[config.mk]
export PLATFORM = sky130hd
export DESIGN_NAME = dram_strobe_decoder
export DESIGN_NICKNAME = d
export VERILOG_FILES = /design/src/rtl/dsd_pkg.sv /design/src/rtl/dsd_strobe_sampler.sv /design/src/rtl/dsd_cycle_fsm.sv /design/src/rtl/dsd_refresh_row.sv /design/src/rtl/dsd_lane_gate.sv /design/src/rtl/dram_strobe_decoder.sv
export SDC_FILE = /design/constraint.sdc
export NUM_CORES = 1
export LEC_CHECK = 0
export CORE_ASPECT_RATIO = 0.7
export CORE_UTILIZATION = 43
export DETAILED_ROUTE_END_ITERATION = 10
export GPL_TIMING_DRIVEN = 0
export PLACE_DENSITY_LB_ADDON = 0.05
export SYNTH_ARGS = -nofsm -noshare
export SYNTH_HDL_FRONTEND = slang
export SYNTH_SLANG_ARGS = --single-unit
[constraint.sdc]
create_clock -name clk -period 1.6 [get_ports clk]
set_clock_uncertainty 0.1 [all_clocks]
set_input_delay 0.16 -clock clk [delete_from_list [all_inputs] [get_ports clk]]
set_output_delay 0.16 -clock clk [all_outputs]
set_load 0.02 [all_outputs]
[src/rtl/dsd_pkg.sv]
package dsd_pkg;
  localparam int LANES = 2;

  typedef enum logic [2:0] {
    CYC_IDLE     = 3'd0,
    CYC_ROWREF   = 3'd1,
    CYC_RD       = 3'd2,
    CYC_WR_EARLY = 3'd3,
    CYC_WR_LATE  = 3'd4,
    CYC_CBR      = 3'd5,
    CYC_HIDDEN   = 3'd6,
    CYC_HOLD     = 3'd7
  } cyc_e;
endpackage

[src/rtl/dsd_strobe_sampler.sv]
module dsd_strobe_sampler #(
  parameter int NL = dsd_pkg::LANES
) (
  input  logic          clk,
  input  logic          rst,
  input  logic          ras_n,
  input  logic [NL-1:0] cas_n,
  input  logic          we_n,
  input  logic          oe_n,
  output logic          ras_act,
  output logic          ras_fall,
  output logic          ras_rise,
  output logic [NL-1:0] cas_act,
  output logic          cas_any,
  output logic          cas_fall,
  output logic          we_act,
  output logic          oe_act,
  output logic          ras_prev
);
  logic cas_prev;

  always_comb begin
    ras_act  = ~ras_n;
    cas_act  = ~cas_n;
    cas_any  = |cas_act;
    we_act   = ~we_n;
    oe_act   = ~oe_n;
    ras_fall = ras_act & ~ras_prev;
    ras_rise = ~ras_act & ras_prev;
    cas_fall = cas_any & ~cas_prev;
  end

  always_ff @(posedge clk) begin
    if (rst) begin
      ras_prev <= 1'b0;
      cas_prev <= 1'b0;
    end else begin
      ras_prev <= ras_act;
      cas_prev <= cas_any;
    end
  end
endmodule

[src/rtl/dsd_cycle_fsm.sv]
module dsd_cycle_fsm
  import dsd_pkg::*;
(
  input  logic clk,
  input  logic rst,
  input  logic ras_act,
  input  logic ras_fall,
  input  logic cas_any,
  input  logic cas_fall,
  input  logic we_act,
  output cyc_e mode_q,
  output cyc_e mode_d
);
  logic keeps_data;
  logic is_access;

  always_comb begin
    keeps_data = (mode_q == CYC_RD) || (mode_q == CYC_HIDDEN) || (mode_q == CYC_HOLD);
    is_access  = (mode_q == CYC_ROWREF) || (mode_q == CYC_RD) ||
                 (mode_q == CYC_WR_EARLY) || (mode_q == CYC_WR_LATE);
    mode_d = mode_q;
    if (!ras_act) begin
      mode_d = (cas_any && keeps_data) ? CYC_HOLD : CYC_IDLE;
    end else if (ras_fall) begin
      if (cas_any) mode_d = (mode_q == CYC_HOLD) ? CYC_HIDDEN : CYC_CBR;
      else         mode_d = CYC_ROWREF;
    end else if (is_access) begin
      if (cas_fall)                                   mode_d = we_act ? CYC_WR_EARLY : CYC_RD;
      else if (mode_q == CYC_RD && cas_any && we_act) mode_d = CYC_WR_LATE;
    end
  end

  always_ff @(posedge clk) begin
    if (rst) mode_q <= CYC_IDLE;
    else     mode_q <= mode_d;
  end

  assert_hidden_after_hold_R7: assert property (@(posedge clk) disable iff (rst)
    (mode_q == CYC_HIDDEN && $past(mode_q) != CYC_HIDDEN) |-> $past(mode_q) == CYC_HOLD);
endmodule

[src/rtl/dsd_refresh_row.sv]
module dsd_refresh_row
  import dsd_pkg::*;
#(
  parameter int ROW_W = 10
) (
  input  logic             clk,
  input  logic             rst,
  input  logic             ras_fall,
  input  logic             ras_rise,
  input  logic             cas_any,
  input  cyc_e             mode_q,
  input  logic [ROW_W-1:0] addr,
  output logic [ROW_W-1:0] row_q
);
  localparam logic [ROW_W-1:0] STEP = ROW_W'(1);

  logic [ROW_W-1:0] cnt_q;
  logic             bump;

  assign bump = ras_rise && (mode_q == CYC_CBR || mode_q == CYC_HIDDEN);

  always_ff @(posedge clk) begin
    if (rst) begin
      cnt_q <= '0;
      row_q <= '0;
    end else begin
      if (bump)     cnt_q <= cnt_q + STEP;
      if (ras_fall) row_q <= cas_any ? cnt_q : addr;
    end
  end

  assert_ctr_single_step_R6: assert property (@(posedge clk) disable iff (rst)
    (cnt_q != $past(cnt_q)) |-> (cnt_q == $past(cnt_q) + STEP));
endmodule

[src/rtl/dsd_lane_gate.sv]
module dsd_lane_gate
  import dsd_pkg::*;
#(
  parameter int NL = LANES
) (
  input  logic          clk,
  input  logic          rst,
  input  logic          ras_act,
  input  logic [NL-1:0] cas_act,
  input  logic          cas_any,
  input  logic          we_act,
  input  logic          oe_act,
  input  cyc_e          mode_d,
  output logic [NL-1:0] oe_q,
  output logic [NL-1:0] we_q,
  output logic          cas_q
);
  logic          rd_ok;
  logic          wr_ok;
  logic [NL-1:0] oe_d;
  logic [NL-1:0] we_d;

  assign rd_ok = (mode_d == CYC_RD && ras_act) || mode_d == CYC_HIDDEN || mode_d == CYC_HOLD;
  assign wr_ok = (mode_d == CYC_WR_EARLY || mode_d == CYC_WR_LATE) && ras_act;

  for (genvar i = 0; i < NL; i++) begin : g_lane
    assign oe_d[i] = cas_act[i] & oe_act & rd_ok;
    assign we_d[i] = cas_act[i] & we_act & wr_ok;
  end

  always_ff @(posedge clk) begin
    if (rst) begin
      oe_q  <= '0;
      we_q  <= '0;
      cas_q <= 1'b0;
    end else begin
      oe_q  <= oe_d;
      we_q  <= we_d;
      cas_q <= cas_any;
    end
  end

  assert_lane_drive_or_write_R8: assert property (@(posedge clk) disable iff (rst)
    (oe_q & we_q) == '0);
endmodule

[src/rtl/dram_strobe_decoder.sv]
module dram_strobe_decoder
  import dsd_pkg::*;
#(
  parameter int ROW_W = 10
) (
  input  logic             clk,
  input  logic             rst,
  input  logic             ras_n,
  input  logic             cas_lo_n,
  input  logic             cas_hi_n,
  input  logic             we_n,
  input  logic             oe_n,
  input  logic [ROW_W-1:0] addr,
  output logic [2:0]       cyc_type,
  output logic             cas_int,
  output logic [LANES-1:0] oe_lane,
  output logic [LANES-1:0] we_lane,
  output logic [ROW_W-1:0] row_addr
);
  logic             ras_act, ras_fall, ras_rise, ras_prev;
  logic [LANES-1:0] cas_act;
  logic             cas_any, cas_fall, we_act, oe_act;
  cyc_e             mode_q, mode_d;

  dsd_strobe_sampler #(.NL(LANES)) u_samp (
    .clk(clk), .rst(rst), .ras_n(ras_n), .cas_n({cas_hi_n, cas_lo_n}),
    .we_n(we_n), .oe_n(oe_n), .ras_act(ras_act), .ras_fall(ras_fall),
    .ras_rise(ras_rise), .cas_act(cas_act), .cas_any(cas_any),
    .cas_fall(cas_fall), .we_act(we_act), .oe_act(oe_act), .ras_prev(ras_prev)
  );

  dsd_cycle_fsm u_fsm (
    .clk(clk), .rst(rst), .ras_act(ras_act), .ras_fall(ras_fall),
    .cas_any(cas_any), .cas_fall(cas_fall), .we_act(we_act),
    .mode_q(mode_q), .mode_d(mode_d)
  );

  dsd_refresh_row #(.ROW_W(ROW_W)) u_row (
    .clk(clk), .rst(rst), .ras_fall(ras_fall), .ras_rise(ras_rise),
    .cas_any(cas_any), .mode_q(mode_q), .addr(addr), .row_q(row_addr)
  );

  dsd_lane_gate #(.NL(LANES)) u_lane (
    .clk(clk), .rst(rst), .ras_act(ras_act), .cas_act(cas_act),
    .cas_any(cas_any), .we_act(we_act), .oe_act(oe_act), .mode_d(mode_d),
    .oe_q(oe_lane), .we_q(we_lane), .cas_q(cas_int)
  );

  assign cyc_type = mode_q;

  assert_lane_needs_cas_R2: assert property (@(posedge clk) disable iff (rst)
    (|{oe_lane, we_lane}) |-> cas_int);

  assert_idle_quiet_R10: assert property (@(posedge clk) disable iff (rst)
    (cyc_type == CYC_IDLE) |-> (oe_lane == '0 && we_lane == '0));

  assert_refresh_no_io_R3: assert property (@(posedge clk) disable iff (rst)
    (cyc_type == CYC_CBR) |-> (oe_lane == '0 && we_lane == '0));

  assert_row_frozen_R5: assert property (@(posedge clk) disable iff (rst)
    (ras_prev && $past(ras_prev)) |-> $stable(row_addr));
endmodule

# ---- Yosys cells after proc, flatten, opt, wreduce, memory -nomap -nowiden
# Cells that the tools add are included.
# Widths: inputs -> output; s select.
dict set report classes {
  add_sub_neg 1
  n_eq_ne 12
  muxes 10
  n_bitwise 17
  n_reduce_logical 16
}
# cell n
set op_table {}
lappend op_table {{$eq 3x3->1 const B} 7}
lappend op_table {{$mux 3} 7}
lappend op_table {{$eq 3x2->1 const B} 4}
lappend op_table {{$and 1x1->1} 11}
lappend op_table {{$add 10x1->10 const B} 1}
lappend op_table {{$mux 10} 1}
lappend op_table {{$logic_or 1x1->1} 9}
lappend op_table {{$logic_and 1x1->1} 6}
lappend op_table {{$not 1->1} 5}
lappend op_table {{$eq 3x1->1 const B} 1}
lappend op_table {{$mux 2} 1}
lappend op_table {{$not 2->2} 1}
lappend op_table {{$reduce_or 2->1} 1}
lappend op_table {{$mux 1} 1}
dict set report totals {
  ff_bits 29
  in_bits 17
  out_inout_bits 18
  elab_cells 63
}

# ---- Longest topological paths before layout
# Gate-level depths: netlist of run 1.
dict set report logic_depth {
  word_depth 14
  ltp_mapped 6
  ltp_nobuf 5
}

# ---- Modules after synthesis
# A second synthesis of run 1 with hierarchy kept.
dict set report unflattened {
  cells_unflattened 167
  hier_area_um2 1461.4
}
# mod instances cells_each area_per_inst_um2 seq_area_each_um2
set by_module_without_submodules {}
lappend by_module_without_submodules {dsd_refresh_row 1 98 904.6 400.4}
lappend by_module_without_submodules {dsd_cycle_fsm 1 37 275.3 60.1}
lappend by_module_without_submodules {dsd_lane_gate 1 19 195.2 100.1}
lappend by_module_without_submodules {dsd_strobe_sampler 1 13 86.3 40.0}

# ---- Least setup slack after synthesis of run 1
# Ideal clock, no wire load.
dict set report synth_path {
  path_type {reg-to-reg}
  from {register u_fsm.mode_q[1]}
  to {register u_lane.we_q[1]}
  setup_time_ns 0.075
  arrival_ns 1.721
  required_ns 1.425
  slack_ns -0.296
  path_stages_with_launch 7
  path_buffers 1
  synth_period_minus_slack_ns 1.896
  cell_sequence {dfxtp_1 buf_4 a21bo_4 o311ai_4 nand4_2 or3_1 o22ai_1}
}
dict set report synth_via {
  elab_chain_len 12
  word_cells_on_any_way 27
  cone_classes {eq/ne: 8; mux: 8; bitwise: 1; reduce/logical: 10}
}
# item line
set synth_lines {}
lappend synth_lines {{start, declared} dsd_cycle_fsm.sv:11} ;# output cyc_e mode_q,
lappend synth_lines {{start signal, assigned} dsd_cycle_fsm.sv:35} ;# else mode_q <= mode_d;
lappend synth_lines {{$eq 3x2->1} {dsd_cycle_fsm.sv:18, dsd_cycle_fsm.sv:19, dsd_cycle_fsm.sv:29}}
lappend synth_lines {{$logic_and 1x1->1 (2 in series)} dsd_cycle_fsm.sv:29} ;# else if (mode_q == CYC_RD && cas_any && we_act) mode_d = CYC_WR_LATE;
lappend synth_lines {{$mux 3} dsd_cycle_fsm.sv:29}
lappend synth_lines {{$mux 3} dsd_cycle_fsm.sv:28} ;# if (cas_fall) mode_d = we_act ? CYC_WR_EARLY : CYC_RD;
lappend synth_lines {{$mux 3} dsd_cycle_fsm.sv:27} ;# end else if (is_access) begin
lappend synth_lines {{$mux 3} dsd_cycle_fsm.sv:24} ;# end else if (ras_fall) begin
lappend synth_lines {{$mux 3 (*)} dsd_cycle_fsm.sv:22} ;# if (!ras_act) begin
lappend synth_lines {{$eq 3x2->1 or $eq 3x3->1 (tied branches)} dsd_lane_gate.sv:24} ;# assign wr_ok = (mode_d == CYC_WR_EARLY || mode_d == CYC_WR_LATE) && ras_act;
lappend synth_lines {{$logic_or 1x1->1 (*)} dsd_lane_gate.sv:24}
lappend synth_lines {{$logic_and 1x1->1 (*)} dsd_lane_gate.sv:24}
lappend synth_lines {{$and 1x1->1 (*)} dsd_lane_gate.sv:28} ;# assign we_d[i] = cas_act[i] & we_act & wr_ok;
lappend synth_lines {{end signal, assigned} dsd_lane_gate.sv:38} ;# we_q <= we_d;
lappend synth_lines {{end, declared} dsd_lane_gate.sv:15} ;# output logic [NL-1:0] we_q,
# Every way passes the cells marked *; elsewhere a longest branch is shown, timed or not.
# A chain may end at the register's enable or synchronous reset.

# ---- Worst setup path after layout of run 1
# Same ends and word-level chain as after synthesis.

==> run_results.csv, run 1 <==
group,metric,value,unit
logic_synthesis,synthFlopType,"dfxtp_1",
setup_path,path_cells,"a21bo_4 > o311ai_4 > nand4_2 > or3_4 > o22ai_2",
drt,viasPerCell,5.67,
run_status,status,"finished, violations left",
layout,num-nets-final,223,
clock_tree,cts_buffer_depth,2,
drt,post_drt_wl_per_cell,15.6,um
placement,port_buffers,33,
setup_path,critPathMaxFanout,5,
clock_tree,numCtsBuffers,5,
hold_path,worstHoldStart,"cas_lo_n",
setup_path,cp_data_arrival_time,1.83,ns
logic_synthesis,synthArstFlopShare,0,%
logic_synthesis,syn-num-nets,176,
placement,hpwl,2630,um
hold_path,min_to,"u_lane.oe_q[0]",
floorplan,start_util,47.3,%
layout,final_common_cell,"clkdlybuf4s50_1",
logic_synthesis,syn_inst,158,
setup_path,worst_path_largest_cell_delay,0.37,ns
timing,finalSetupTns,-0.400,ns
timing,finalCriticalPeriod,1.72,ns
grt,use_met2,31.3,%
floorplan,fp.dieW,70.0,um
setup_path,slowest_stage,"dfxtp_4",
timing,drv_slew,0,
clock_tree,htreeDepth,2,
grt,grt_pass1_wl,6030,um
grt,globalRouteMet3Util,5.73,%
pwr,p_total,1.73,mW
pwr,p_per_area,847,nW/um^2
layout,fin_area,2040,um^2
drt,totalWireLength,3770,um
layout,fin_util,69.3,%
grt,grt_pass1_vias,1202,
floorplan,row_count,16,
grt,track_usage,22.8,%
layout,antenna_cells,0,
logic_synthesis,syn_area,1390,um^2
setup_path,critPathRequiredTime,1.71,ns
grt,top_usage_layer,"met1",
drt,drt_iter0_drc,95,
grt,overflow,0,
timing,worst_pin_slew,0.540,ns
timing,maxSlewHeadroom,64.0,%
placement,place_area,1790,um^2
drt,drcViolationCount,0,
clock_tree,clkSinkCount,29,
drt,via_count,1372,
setup_path,critPathTopFamily,"compound AO/OA/AOI/OAI gates",
setup_path,reg2reg_from,"u_fsm.mode_q[1]",
hold_path,hold_path.class,"input port to flip-flop",
timing,holdWs,0.208,ns
floorplan,fp.dieH,49.6,um
logic_synthesis,ys_types,35,
logic_synthesis,synth-seq-cells,29,
layout,synthToLayoutAreaGrowth,46.5,%
pwr,p_leak,0.757,nW
grt,grt_antenna_before_repair,0,
timing,hold_violations,0,
grt,use_met1,34.0,%
drt,ant_nets,0,
setup_path,r2r-end,"u_lane.we_q[1]",
logic_synthesis,synth_seq_area_share,41.7,%
run,drv_cap,0,
timing,setup_viol,4,
clock_tree,cts_tree,"yes",
setup_path,r2r_cells,5,
hold_path,hold_depth,2,
floorplan,core,2940,um^2
drt,drt_pass1_iterations,4,
setup_path,cp-end-kind,"flip-flop",
clock_tree,clkLatencyLatePin,0.28,ns
logic_synthesis,synth-edff-count,0,
floorplan,die_area,3470,um^2
layout,ff_latch_area,587,um^2
grt,grt_max_degree,11,
setup_path,worst-setup-path-type,"flip-flop to flip-flop",
layout,multi_input_area,857,um^2
clock_tree,ctsHoldBuffers,0,
layout,fillers,245,
run_status,violations,"setup timing",
layout,layout-drive-gt1-share,19.9,%
clock_tree,cts_root_buffer,"clkbuf_8",
timing,max_freq,0.580,GHz
pwr,ir_drop,0.000620,V
timing,rsz0062_at_grt,"true",
timing,period_share,108,%
timing,setup_ws,-0.123,ns
placement,gp_congestion,0.816,
floorplan,io_pins,35,
clock_tree,clk_pin_slew,0.06,ns
setup_path,path_buf_inv,0,
setup_path,cp-start-kind,"flip-flop",
logic_synthesis,avgSynthCellArea,8.81,um^2
logic_synthesis,yosys_warnings,0,
layout,mostFrequentLayoutCells,"clkdlybuf4s50_1 (28), nor2_1 (26), dfxtp_1 (26)",
setup_path,r2r_slack,-0.12,ns
[worst reg2reg max path, cell delays in order (launching register included)]
cell and delay (ns):
dfxtp_4 0.37, a21bo_4 0.26, o311ai_4 0.23, nand4_2 0.16, or3_4 0.38, o22ai_2 0.15
[flip-flops by register name, indices dropped and copies added (netlist names)]
register and flops:
u_fsm.mode_q 3, u_row.cnt_q 10, u_lane.cas_q 1, u_samp.ras_prev 1, u_lane.we_q 2, u_lane.oe_q 2
u_row.row_q 10
[worst max-delay path by stage]
stage / cells after the start / startpoint / slack [ns] / to
finish: 5 / u_fsm.mode_q[1] / -0.12 / u_lane.we_q[1]
global route: 6 / u_fsm.mode_q[1] / -0.19 / u_lane.oe_q[0]
CTS: 6 / u_fsm.mode_q[0] / -0.17 / u_lane.we_q[1]
detailed placement: 6 / cas_hi_n / -0.54 / u_lane.we_q[1]
global placement: 6 / cas_hi_n / -0.47 / u_lane.we_q[0]
floorplan: 6 / u_fsm.mode_q[1] / -0.11 / u_lane.we_q[1]
[layer usage]
| metal | vias up | part of all wire, % |
|---|---|---|
| met5 | - | 0 |
| met4 | 0 | 1.4 |
| met3 | 9 | 6.2 |
| met2 | 67 | 42 |
| met1 | 634 | 50 |
| li1 | 662 | - |
[synth_stat cells, types with 2 or more instances]
library cell	count	area, um^2
a211oi_1	12	90.1
a21oi_1	7	35.0
and3_1	2	12.5
buf_2	2	10.0
clkbuf_1	6	22.5
dfxtp_1	29	581
inv_1	3	11.3
mux2i_1	10	100
nand2_1	8	30.0
nand2b_1	2	12.5
nand3_1	5	25.0
nand4_1	4	25.0
nor2_1	27	101
nor2b_1	2	12.5
nor3_1	3	15.0
nor4_1	4	25.0
o21ai_0	4	20.0
o22ai_1	2	12.5
or3_1	2	12.5
xnor2_1	3	26.3
xor2_1	7	61.3
[logic make-up (layout without fill, tap and decap cells)]
kind of cell / after synthesis / after routing / share of synthesized area (%)
compound gates: 33 / 33 / 18.1
xor+xnor: 10 / 10 / 6.29
fa+ha+maj: 1 / 1 / 0.898
buf+inv: 13 / 61 / 4.49
flops: 29 / 29 / 41.7
mux: 10 / 10 / 7.19
simple gates: 62 / 62 / 21.3
[cell type report]
class / instances / area share [%]
Inverter: 3 / 0.552
Timing Repair Buffer: 42 / 19.4
Multi-Input combinational cell: 116 / 42.0
Tap cell: 36 / 2.21
Clock inverter: 1 / 0.245
Clock buffer: 7 / 4.72
Sequential cell: 29 / 28.8
Buffer: 8 / 2.08
[repair_timing]
action	in CTS	in global routing
setup endpoints to repair	24	15
gates resized for setup	18	13
setup buffers	7	2
pin swaps	6	6
[metrics by stage]
stage | setup slack, ns | instances
6_report | -0.123 | 242
5_1_grt | -0.190 | 242
4_1_cts | -0.171 | 241
3_5_place_dp | -0.543 | 227
3_3_place_gp | -0.473 | 227
2_1_floorplan | -0.114 | 158
[where the power goes]
group | switching, mW | leakage (nW) | total (mW) | internal, mW
clock network | 0.276 | 0.0542 | 0.664 | 0.388
registers | 0.0222 | 0.238 | 0.768 | 0.746
logic | 0.155 | 0.465 | 0.297 | 0.142
total | 0.453 | 0.757 | 1.73 | 1.28
Power figures use the tool's default switching activity.
==> run 2, diff against run 1 <==
--- a/config.mk
+++ b/config.mk
@@ -6,7 +6,7 @@
 export NUM_CORES = 1
 export LEC_CHECK = 0
 export CORE_ASPECT_RATIO = 0.7
-export CORE_UTILIZATION = 43
+export CORE_UTILIZATION = 48
 export DETAILED_ROUTE_END_ITERATION = 10
 export GPL_TIMING_DRIVEN = 0
 export PLACE_DENSITY_LB_ADDON = 0.05
==> constraint.sdc (replaced) <==
create_clock -name clk -period 1.7 [get_ports clk]
set_clock_uncertainty 0.1 [all_clocks]
set_input_delay 0.17 -clock clk [delete_from_list [all_inputs] [get_ports clk]]
set_output_delay 0.17 -clock clk [all_outputs]
set_load 0.02 [all_outputs]
==> run_results.csv, run 2 (synthesis results as in run 1) <==
group,metric,value,unit
grt,grt_max_degree,12,
pwr,p_total,1.58,mW
timing,maxSlewHeadroom,67.9,%
setup_path,r2r-end,"u_lane.oe_q[0]",
drt,drt_iter0_drc,81,
clock_tree,clkSinkCount,29,
placement,port_buffers,33,
setup_path,cp-start-kind,"flip-flop",
layout,reg.largest.list,"u_row.cnt_q x10, u_row.row_q x10, u_fsm.mode_q x3",
setup_path,reg2reg_from,"u_fsm.mode_q[1]",
grt,grt_pass1_vias,1154,
drt,ant_nets,0,
setup_path,worst-setup-path-type,"flip-flop to flip-flop",
floorplan,start_util,53.4,%
run_status,violations,"setup timing",
floorplan,row_count,15,
layout,num-nets-final,226,
hold_path,hold_depth,2,
timing,setup_ws,-0.0507,ns
timing,period_share,103,%
layout,stdcell_count,242,
layout,layout-drive-gt1-share,21.2,%
clock_tree,cts_buffer_depth,2,
placement,dp.cells,225,
run_status,status,"finished, violations left",
timing,holdWs,0.230,ns
layout,ff_latch_area,589,um^2
setup_path,cp-end-kind,"flip-flop",
timing,finalCriticalPeriod,1.75,ns
hold_path,min_to,"u_lane.oe_q[1]",
clock_tree,ctsHoldBuffers,0,
setup_path,r2r_slack,-0.05,ns
timing,setup_viol,4,
timing,hold_violations,0,
clock_tree,clkLatencyLatePin,0.28,ns
drt,totalWireLength,3860,um
floorplan,die_area,3120,um^2
hold_path,worstHoldStart,"cas_hi_n",
clock_tree,clk_pin_slew,0.06,ns
timing,rsz0062_at_grt,"true",
clock_tree,cts_tree,"yes",
floorplan,io_pins,35,
setup_path,critPathRequiredTime,1.79,ns
layout,mostFrequentLayoutCells,"clkdlybuf4s50_1 (30), nor2_1 (26), dfxtp_1 (26)",
grt,grt_antenna_before_repair,0,
grt,track_usage,24.9,%
floorplan,fp.dieW,66.4,um
setup_path,worst_path_largest_cell_delay,0.37,ns
placement,hpwl,2610,um
drt,via_count,1371,
layout,synthToLayoutAreaGrowth,47.8,%
timing,drv_slew,0,
clock_tree,cts_root_buffer,"clkbuf_8",
layout,fin_util,78.9,%
timing,max_freq,0.571,GHz
hold_path,hold_path.class,"input port to flip-flop",
placement,dpl_worst_slack,-0.404,ns
setup_path,slowest_stage,"dfxtp_4",
drt,viasPerCell,5.67,
clock_tree,numCtsBuffers,5,
timing,finalSetupTns,-0.111,ns
grt,grt_pass1_wl,5480,um
layout,multi_input_area,872,um^2
drt,drt_pass1_iterations,5,
placement,gp_congestion,0.837,
setup_path,cp_data_arrival_time,1.84,ns
pwr,p_per_area,766,nW/um^2
floorplan,core,2610,um^2
layout,antenna_cells,0,
drt,drcViolationCount,0,
layout,fillers,161,
run,drv_cap,0,
clock_tree,htreeDepth,2,
pwr,ir_drop,0.000484,V
drt,post_drt_wl_per_cell,15.9,um
setup_path,path_cells,"a21bo_4 > o311ai_4 > nand4_2 > buf_4 > o31a_1 > nor4_2",
setup_path,critPathMaxFanout,5,
floorplan,fp.dieH,47.1,um
placement,place_area,1790,um^2
layout,fin_area,2060,um^2
layout,final_common_cell,"clkdlybuf4s50_1",
setup_path,r2r_cells,6,
grt,overflow,0,
pwr,p_leak,0.762,nW
timing,worst_pin_slew,0.481,ns
run 2: critical path: cells and delay by family, from the launching register on:
family                 cells  cell delay [ns]
flip-flops                 1             0.37
AO/OA/AOI/OAI              3             0.63
buffers and inverters      1             0.17
AND/OR/NAND/NOR            2             0.38
run 2: repair_timing:
item | 4_1_cts | 5_1_grt
pin swaps | 2 | 3
resized for setup | 10 | 20
setup endpoints to repair | 9 | 19
setup buffers | 4 | 8
run 2: layout make-up:
type | instances | share of cell area [%]
buffer | 8 | 1.76
clock buffer | 7 | 4.19
inverter | 3 | 0.547
multi-input combinational | 116 | 42.4
sequential | 29 | 28.6
tap | 34 | 2.07
timing repair buffer | 45 | 20.4
run 2: routing by layer:
| layer | track usage, % | share of wire (%) |
|---|---|---|
| met2 | 37.8 | 43 |
| met1 | 34.8 | 47 |
| met3 | 6.80 | 8.8 |
| met5 | 0 | 0 |
| met4 | 8.09 | 1.5 |
run 2: worst max-delay path by stage:
| stage | start | endpoint |
|---|---|---|
| 2_1_floorplan | u_fsm.mode_q[1] | u_lane.we_q[1] |
| 3_3_place_gp | cas_hi_n | u_lane.we_q[0] |
| 3_5_place_dp | cas_lo_n | u_lane.we_q[0] |
| 4_1_cts | u_samp.ras_prev | u_lane.we_q[1] |
| 5_1_grt | u_fsm.mode_q[1] | u_lane.oe_q[1] |
| 6_report | u_fsm.mode_q[1] | u_lane.oe_q[0] |
run 2: power by group:
group          internal, mW  switching [mW]
logic                 0.140           0.152
registers             0.702          0.0206
clock network         0.320           0.243
total                  1.16           0.415
